[src/rtl/irqc_pkg.sv]
package irqc_pkg;

    localparam int unsigned DATA_W  = 32;
    localparam int unsigned GLB_BIT = DATA_W - 1;

    // Word index of each register (byte address divided by 4).
    typedef enum logic [2:0] {
        RIDX_STAT_LO = 3'd0,
        RIDX_STAT_HI = 3'd1,
        RIDX_ROUTE   = 3'd2,
        RIDX_EN_SET  = 3'd3,
        RIDX_EN_CLR  = 3'd4
    } reg_idx_e;

endpackage

[src/rtl/irqc_regs.sv]
module irqc_regs
    import irqc_pkg::*;
#(
    parameter int unsigned NUM_SRC = 31
) (
    input  logic               clk,
    input  logic               rst_n,
    input  logic               set_stb,
    input  logic               clr_stb,
    input  logic               route_stb,
    input  logic [DATA_W-1:0]  wdata,
    output logic [NUM_SRC-1:0] src_en,
    output logic               glb_en,
    output logic [NUM_SRC-1:0] route_hi
);

    typedef struct packed {
        logic [NUM_SRC-1:0] en;
        logic               glb;
        logic [NUM_SRC-1:0] route;
    } cfg_t;

    cfg_t cfg_d, cfg_q;

    always_comb begin
        cfg_d = cfg_q;
        if (set_stb) begin
            cfg_d.en  = cfg_q.en | wdata[NUM_SRC-1:0];
            cfg_d.glb = cfg_q.glb | wdata[GLB_BIT];
        end
        if (clr_stb) begin
            cfg_d.en  = cfg_q.en & ~wdata[NUM_SRC-1:0];
            cfg_d.glb = cfg_q.glb & ~wdata[GLB_BIT];
        end
        if (route_stb) begin
            cfg_d.route = wdata[NUM_SRC-1:0];
        end
    end

    always_ff @(posedge clk or negedge rst_n) begin
        if (!rst_n) cfg_q <= '0;
        else        cfg_q <= cfg_d;
    end

    assign src_en   = cfg_q.en;
    assign glb_en   = cfg_q.glb;
    assign route_hi = cfg_q.route;

    // configuration held clear during reset
    always @(posedge clk) begin
        if (!rst_n) begin
            assert_cfg_reset_R1: assert (cfg_q == '0)
                else $error("config not clear in reset");
        end
    end

    // ones written to the set register end up set
    assert_set_takes_R2: assert property (@(posedge clk) disable iff (!rst_n)
        set_stb |=> (((cfg_q.en & $past(wdata[NUM_SRC-1:0])) == $past(wdata[NUM_SRC-1:0]))
                     && (cfg_q.glb || !$past(wdata[GLB_BIT]))));

    // ones written to the clear register end up clear
    assert_clr_takes_R3: assert property (@(posedge clk) disable iff (!rst_n)
        clr_stb |=> (((cfg_q.en & $past(wdata[NUM_SRC-1:0])) == '0)
                     && (!cfg_q.glb || !$past(wdata[GLB_BIT]))));

    // route register follows the written word
    assert_route_load_R4: assert property (@(posedge clk) disable iff (!rst_n)
        route_stb |=> (cfg_q.route == $past(wdata[NUM_SRC-1:0])));

endmodule

[src/rtl/irqc_route.sv]
module irqc_route #(
    parameter int unsigned NUM_SRC = 31
) (
    input  logic [NUM_SRC-1:0] src_irq,
    input  logic [NUM_SRC-1:0] src_en,
    input  logic [NUM_SRC-1:0] route_hi,
    output logic [NUM_SRC-1:0] stat_lo,
    output logic [NUM_SRC-1:0] stat_hi
);

    for (genvar i = 0; i < NUM_SRC; i++) begin : g_src
        logic live;
        assign live       = src_irq[i] & src_en[i];
        assign stat_lo[i] = live & ~route_hi[i];
        assign stat_hi[i] = live &  route_hi[i];
    end

endmodule

[src/rtl/irqc_out.sv]
module irqc_out #(
    parameter int unsigned NUM_SRC = 31
) (
    input  logic               clk,
    input  logic               rst_n,
    input  logic               glb_en,
    input  logic [NUM_SRC-1:0] stat_lo,
    input  logic [NUM_SRC-1:0] stat_hi,
    output logic               irq_lo,
    output logic               irq_hi
);

    typedef struct packed {
        logic lo;
        logic hi;
    } line_t;

    line_t line_d, line_q;

    always_comb begin
        line_d    = line_q;
        line_d.lo = glb_en & (|stat_lo);
        line_d.hi = glb_en & (|stat_hi);
    end

    always_ff @(posedge clk or negedge rst_n) begin
        if (!rst_n) line_q <= '0;
        else        line_q <= line_d;
    end

    assign irq_lo = line_q.lo;
    assign irq_hi = line_q.hi;

    // lines quiet during reset
    always @(posedge clk) begin
        if (!rst_n) begin
            assert_lines_reset_R1: assert (!line_q.lo && !line_q.hi)
                else $error("line raised in reset");
        end
    end

endmodule

[src/rtl/dual_line_irq_ctrl.sv]
module dual_line_irq_ctrl
    import irqc_pkg::*;
#(
    parameter int unsigned NUM_SRC = 31,
    parameter int unsigned ADDR_W  = 5
) (
    input  logic               clk,
    input  logic               rst_n,
    input  logic               bus_sel,
    input  logic               bus_wr,
    input  logic [ADDR_W-1:0]  bus_addr,
    input  logic [DATA_W-1:0]  bus_wdata,
    output logic [DATA_W-1:0]  bus_rdata,
    input  logic [NUM_SRC-1:0] src_irq,
    output logic               irq_lo_o,
    output logic               irq_hi_o
);

    localparam int unsigned IDX_W = ADDR_W - 2;

    logic [NUM_SRC-1:0] src_en, route_hi, stat_lo, stat_hi;
    logic               glb_en;
    logic               aligned;
    logic [IDX_W-1:0]   idx;
    logic               set_stb, clr_stb, route_stb;

    assign aligned   = (bus_addr[1:0] == 2'b00);
    assign idx       = bus_addr[ADDR_W-1:2];
    assign set_stb   = bus_sel & bus_wr & aligned & (idx == IDX_W'(RIDX_EN_SET));
    assign clr_stb   = bus_sel & bus_wr & aligned & (idx == IDX_W'(RIDX_EN_CLR));
    assign route_stb = bus_sel & bus_wr & aligned & (idx == IDX_W'(RIDX_ROUTE));

    irqc_regs #(.NUM_SRC(NUM_SRC)) u_regs (
        .clk       (clk),
        .rst_n     (rst_n),
        .set_stb   (set_stb),
        .clr_stb   (clr_stb),
        .route_stb (route_stb),
        .wdata     (bus_wdata),
        .src_en    (src_en),
        .glb_en    (glb_en),
        .route_hi  (route_hi)
    );

    irqc_route #(.NUM_SRC(NUM_SRC)) u_route (
        .src_irq  (src_irq),
        .src_en   (src_en),
        .route_hi (route_hi),
        .stat_lo  (stat_lo),
        .stat_hi  (stat_hi)
    );

    irqc_out #(.NUM_SRC(NUM_SRC)) u_out (
        .clk     (clk),
        .rst_n   (rst_n),
        .glb_en  (glb_en),
        .stat_lo (stat_lo),
        .stat_hi (stat_hi),
        .irq_lo  (irq_lo_o),
        .irq_hi  (irq_hi_o)
    );

    always_comb begin
        bus_rdata = '0;
        if (bus_sel && !bus_wr && aligned) begin
            case (idx)
                IDX_W'(RIDX_STAT_LO): bus_rdata[NUM_SRC-1:0] = stat_lo;
                IDX_W'(RIDX_STAT_HI): bus_rdata[NUM_SRC-1:0] = stat_hi;
                IDX_W'(RIDX_ROUTE):   bus_rdata[NUM_SRC-1:0] = route_hi;
                IDX_W'(RIDX_EN_SET),
                IDX_W'(RIDX_EN_CLR): begin
                    bus_rdata[NUM_SRC-1:0] = src_en;
                    bus_rdata[GLB_BIT]     = glb_en;
                end
                default: bus_rdata = '0;
            endcase
        end
    end

    // the two status words never share a source
    assert_status_exclusive_R6: assert property (@(posedge clk) disable iff (!rst_n)
        (stat_lo & stat_hi) == '0);

    // each line tracks its gated status one clock later
    assert_line_latency_R7: assert property (@(posedge clk) disable iff (!rst_n)
        1'b1 |=> ((irq_lo_o == $past(glb_en && (stat_lo != '0)))
               && (irq_hi_o == $past(glb_en && (stat_hi != '0)))));

    // master enable off silences both lines
    assert_master_gate_R8: assert property (@(posedge clk) disable iff (!rst_n)
        !glb_en |=> (!irq_lo_o && !irq_hi_o));

    // nothing is returned without a read request
    assert_rdata_idle_R9: assert property (@(posedge clk) disable iff (!rst_n)
        !(bus_sel && !bus_wr) |-> (bus_rdata == '0));

endmodule

[config.mk]
export PLATFORM = sky130hd
export DESIGN_NAME = dual_line_irq_ctrl
export DESIGN_NICKNAME = d
export VERILOG_FILES = /design/src/rtl/irqc_pkg.sv /design/src/rtl/irqc_regs.sv /design/src/rtl/irqc_route.sv /design/src/rtl/irqc_out.sv /design/src/rtl/dual_line_irq_ctrl.sv
export SDC_FILE = /design/constraint.sdc
export NUM_CORES = 1
export LEC_CHECK = 0
export BUFFER_PORTS_ARGS = -buffer_cell sky130_fd_sc_hd__buf_4
export CAP_MARGIN = 40
export CORE_UTILIZATION = 59
export DETAILED_ROUTE_END_ITERATION = 8
export PLACE_DENSITY = 0.86
export SLEW_MARGIN = 20
export SYNTH_ARGS = -nofsm -noshare
export SYNTH_HDL_FRONTEND = slang
export SYNTH_SLANG_ARGS = --single-unit
[constraint.sdc]
create_clock -name clk -period 3.65 [get_ports clk]
set_clock_uncertainty 0.1 [all_clocks]
set_input_delay 0.73 -clock clk [delete_from_list [all_inputs] [get_ports clk]]
set_output_delay 0.73 -clock clk [all_outputs]
set_load 0.01 [all_outputs]
Word level (Yosys, flattened, before mapping):

Index checks and enable logic that the tools add are counted.

* equal/unequal tests: 4
* multiplexer cells: 5
* bitwise logic cells: 137
* reductions and logical operators: 9

Operators by type and width (number)
* $pmux W31 S4: 1
* $and A1 B1 Y1: 101
* $mux W32: 3
* $reduce_or A31 Y1: 2
* $not A1 Y1: 32
* $and A31 B31 Y31: 1
* $not A31 Y31: 1
* $or A31 B31 Y31: 1
* $eq A3 B2 Y1 const B: 2
* $eq A3 B1 Y1 const B: 1
* $eq A3 B3 Y1 const B: 1
* $logic_not A3 Y1: 1
* $logic_and A1 B1 Y1: 2
* $logic_not A2 Y1: 1
* $reduce_bool A2 Y1: 1
* $reduce_or A2 Y1: 1
* $logic_not A1 Y1: 1
* $mux W1: 1
* $or A1 B1 Y1: 1

* bits in registers: 65
* input bits: 72
* output and inout bits: 34
* word-level logic and storage cells: 160

Longest topological paths before layout:

* depth in word-level cells: 5
* mapped depth: 7
* depth with buffers taken out: 4

Cells and area by module:

A second synthesis with hierarchy kept.

* cell total of the unflattened synthesis: 487
* area total of the unflattened synthesis: 4783.3 um2

Modules (own cells, without submodules)
* irqc_regs: times used 1, cells each 167, area each 2317.2 um2, seq. area each 1576.5 um2
* dual_line_irq_ctrl: times used 1, cells each 234, area each 1761.7 um2, seq. area each 0.0 um2
* irqc_route: times used 1, cells each 62, area each 504.2 um2, seq. area each 0.0 um2
* irqc_out: times used 1, cells each 24, area each 200.2 um2, seq. area each 50.0 um2

Worst setup path after synthesis:

No wires, ideal clock.

* path type: input -> output
* start point: input bus_addr[2]
* end point: output bus_rdata[10]
* arrival time: 1716 ps
* required time: 2820 ps
* setup slack: 1104 ps
* cell stages on the path: 6
* buffers on the path: 3
* cells stage by stage: buf_4 buf_4 nor2_1 buf_2 o211ai_1 a21oi_1

* longest elaborated chain between the ends: 4
* elaborated cells on any way between the ends: 8
* those cells by class: eq/ne: 4; mux: 2; reduce/logical: 2

Ends and longest elaborated chain
* start: declaration: RTL line dual_line_irq_ctrl.sv:11 `input logic [ADDR_W-1:0] bus_addr,`
* $eq A3 B2 Y1 or $eq A3 B3 Y1 (tied branches): RTL line dual_line_irq_ctrl.sv:66 `case (idx)`
* $reduce_or A2 Y1: RTL line dual_line_irq_ctrl.sv:66
* $pmux W31 S4 (*): RTL line dual_line_irq_ctrl.sv:66
* $mux W32 (*): RTL line dual_line_irq_ctrl.sv:65 `if (bus_sel && !bus_wr && aligned) begin`
* end: declaration: RTL line dual_line_irq_ctrl.sv:13 `output logic [DATA_W-1:0] bus_rdata,`

Every way passes the cells marked *; elsewhere a longest branch is shown, timed or not.

Final worst setup path:

* start point: input bus_addr[1]
* end point: output bus_rdata[21]

* longest elaborated chain between the ends: 3

Ends and longest elaborated chain
* $logic_not A2 Y1: RTL line dual_line_irq_ctrl.sv:27 `assign aligned = (bus_addr[1:0] == 2'b00);`
* $logic_and A1 B1 Y1: RTL line dual_line_irq_ctrl.sv:65
* $mux W32: RTL line dual_line_irq_ctrl.sv:65

No other way between the ends.

==> impl_metrics.json <==
{
  "cts_setup_buffers": 0,
  "post_cts_resized": 0,
  "routed_wl_mm": 13.8,
  "syn_avg_cell_area_um2": 8.76,
  "row_count": 31,
  "worstMarginPinSlew_ns": 0.696,
  "area_delta_synth_final_pct": 22.8,
  "io_buffer_count": 105,
  "cpMostUsedCell": "buf_4",
  "tns_ns": 0,
  "critPathCaptureType": "primary output",
  "dpl.hpwl_mm": 9.28,
  "synthesis.instances": 520,
  "crit_path_max_fanout": 11,
  "synth_nets": 592,
  "yosysWarnings": 0,
  "yosysUniqueCellTypes": 27,
  "grt_setup_unrepaired": "false",
  "multi_input_area_um2": 2740,
  "drive_above_1_share_pct": 31.9,
  "maxCapViolations": 0,
  "io_pins": 106,
  "netlist_area_um2": 4560,
  "maxSlewViolCount": 0,
  "post-route-util_pct": 76.0,
  "start_util_pct": 61.8,
  "yosysTopAreaCell": "dfrtp_1",
  "max_stage_delay_ns": 0.33,
  "hold_violations": 0,
  "relSlewSlack_pct": 53.6,
  "drc": 0,
  "root_buffer": "clkbuf_8",
  "arrival_ns": 2.33,
  "cp_cell_sequence": "buf_4 -> nor3b_1 -> nor2b_1 -> nand2_1 -> buf_4 -> a21oi_1 -> buf_4",
  "drtIter0Drc": 499,
  "tritoncts": "yes",
  "wire_per_inst_um": 19.3,
  "grt-ovfl-total": 0,
  "grt_util_all_layers_pct": 35.2,
  "fin_hold_ws_ns": 0.101,
  "core_area_um2": 7370,
  "synthTopCellsByArea": "dfrtp_1 (36%), mux2_2 (15%), a21oi_1 (7.0%)",
  "hp-class": "in -> async",
  "n_fill_cell": 547,
  "dieArea_um2": 8080,
  "p_leak_nw": 2.35,
  "drtAntennaViolNets": 0,
  "firstDrtPassIters": 5,
  "worstSetupStartpointType": "primary input",
  "power_density_nw_per_um2": 397,
  "fin_nets": 682,
  "critical-path-slowest-cell": "nor3b_1",
  "cts_sinks": 65,
  "holdBufCountCts": 0,
  "reg2reg_slack_ns": 2.11,
  "critical_path_required_ns": 2.82,
  "grt_pass1_vias": 4567,
  "ir_drop_mv": 0.240,
  "clkTransAtPathRegs_ns": 0.08,
  "h-tree-depth": 3,
  "status": "completed",
  "yosysSeqAreaShare_pct": 35.7,
  "cts_inserted_buffers": 9,
  "insertion_delay_ns": 0.35,
  "antenna_cells": 0,
  "ys_ff_latch": 65,
  "finalCritPeriodShare_pct": 86.7,
  "path_class": "in -> out",
  "r2r_start": "u_regs.route_hi[28]$_DFFE_PN0P_",
  "synth_top_area_share_pct": 35.7,
  "setup_viol": 0,
  "worstRegToRegCells": 4,
  "worst_r2r_endpoint": "u_out.irq_lo$_DFF_PN0_",
  "grt_first_pass_wirelength_mm": 22.9,
  "fmax_ghz": 0.316,
  "die_h_um": 89.9,
  "final.min_clock_period_ns": 3.16,
  "gp_congestion": 0.835,
  "register_area_um2": 1630,
  "ctsLongestPathBuffers": 2,
  "vias_per_cell": 6.71,
  "vias": 4790,
  "die_w_um": 89.9,
  "antenna_found_initial": 0,
  "grt_max_degree": 66
}
## worst max-delay path by stage
stage	start	end	slack [ns]	cells after the start
after floorplan	bus_addr[2]	bus_rdata[10]	1.10	6
after global placement	bus_addr[1]	bus_rdata[23]	0.57	7
after detailed placement	bus_addr[2]	bus_rdata[10]	0.51	6
after CTS	bus_addr[2]	bus_rdata[10]	0.52	6
after global routing	bus_addr[1]	bus_rdata[19]	0.40	7
final	bus_addr[1]	bus_rdata[21]	0.49	7
## cell usage after synthesis, drive strengths merged
cell,n
a21o,31
a21oi,64
a31oi,32
a41oi,1
and3b,1
buf,25
clkbuf,12
dfrtp,65
inv,1
mux2,62
nand2,60
nand3,32
nand3b,3
nand4,39
nor2,4
nor2b,32
nor3,1
nor3b,2
nor4,5
o2111ai,1
o211a,1
o211ai,31
o21ai,2
o22ai,13
## worst max-delay path, delay by kind of cell
kind | cells | cell delay (ns)
and+or+nand+nor | 3 | 0.83
buffers and inverters | 3 | 0.56
AOI/OAI and AO/OA | 1 | 0.21
## per-layer routing
layer	vias up	track usage [%]	wire length [µm]	part of all wire, %
li1	2167	-	-	-
met1	2333	47.7	5660	41
met2	260	56.8	6690	49
met3	30	7.45	1140	8.3
met4	0	10.9	274	2.0
met5	-	0	0	0
## cells by family after synthesis
| kind of cell | Yosys count | share of synthesized area, % |
|---|---|---|
| compound gates | 176 | 24.2 |
| simple gates | 179 | 20.6 |
| buf+inv | 38 | 4.15 |
| flops | 65 | 35.7 |
| mux | 62 | 15.3 |
## final cells by class
class,count,area share (%)
multi-input cells,417,49.0
inverters,1,0.0671
repair buffers,116,16.1
clock buffers,11,2.53
well taps,99,2.21
flip-flops and latches,65,29.1
clock inverters,5,0.983
## stage by stage
stage	setup slack [ns]	power, mW	instance area, µm²	instances
2_1_floorplan	1.10	1.35	4560	520
3_3_place_gp	0.566	1.55	5370	697
3_5_place_dp	0.510	1.59	5370	697
4_1_cts	0.517	2.21	5570	713
5_1_grt	0.399	2.33	5600	714
6_report	0.485	2.22	5600	714
## report_power, final
group	leakage, nW	total (mW)	switching [mW]	internal [mW]
sequential	0.843	1.04	0.195	0.844
clock	0.0953	0.625	0.293	0.332
combinational	1.41	0.555	0.268	0.288
## cell usage in the layout (no fill, tap or decap), types with 3 or more instances in the layout
master and count:
nor2_1 3, buf_4 114, o211ai_1 31, nand4_1 39, a31oi_1 32, dfrtp_1 65, nand2_1 60, mux2_2 62
nor4_1 5, a21o_1 31, nor2b_1 32, a21oi_1 64, nand3_1 32, nand3b_1 3, o22ai_1 13, clkbuf_8 10
Note: power is estimated with default switching activity, not from simulation.
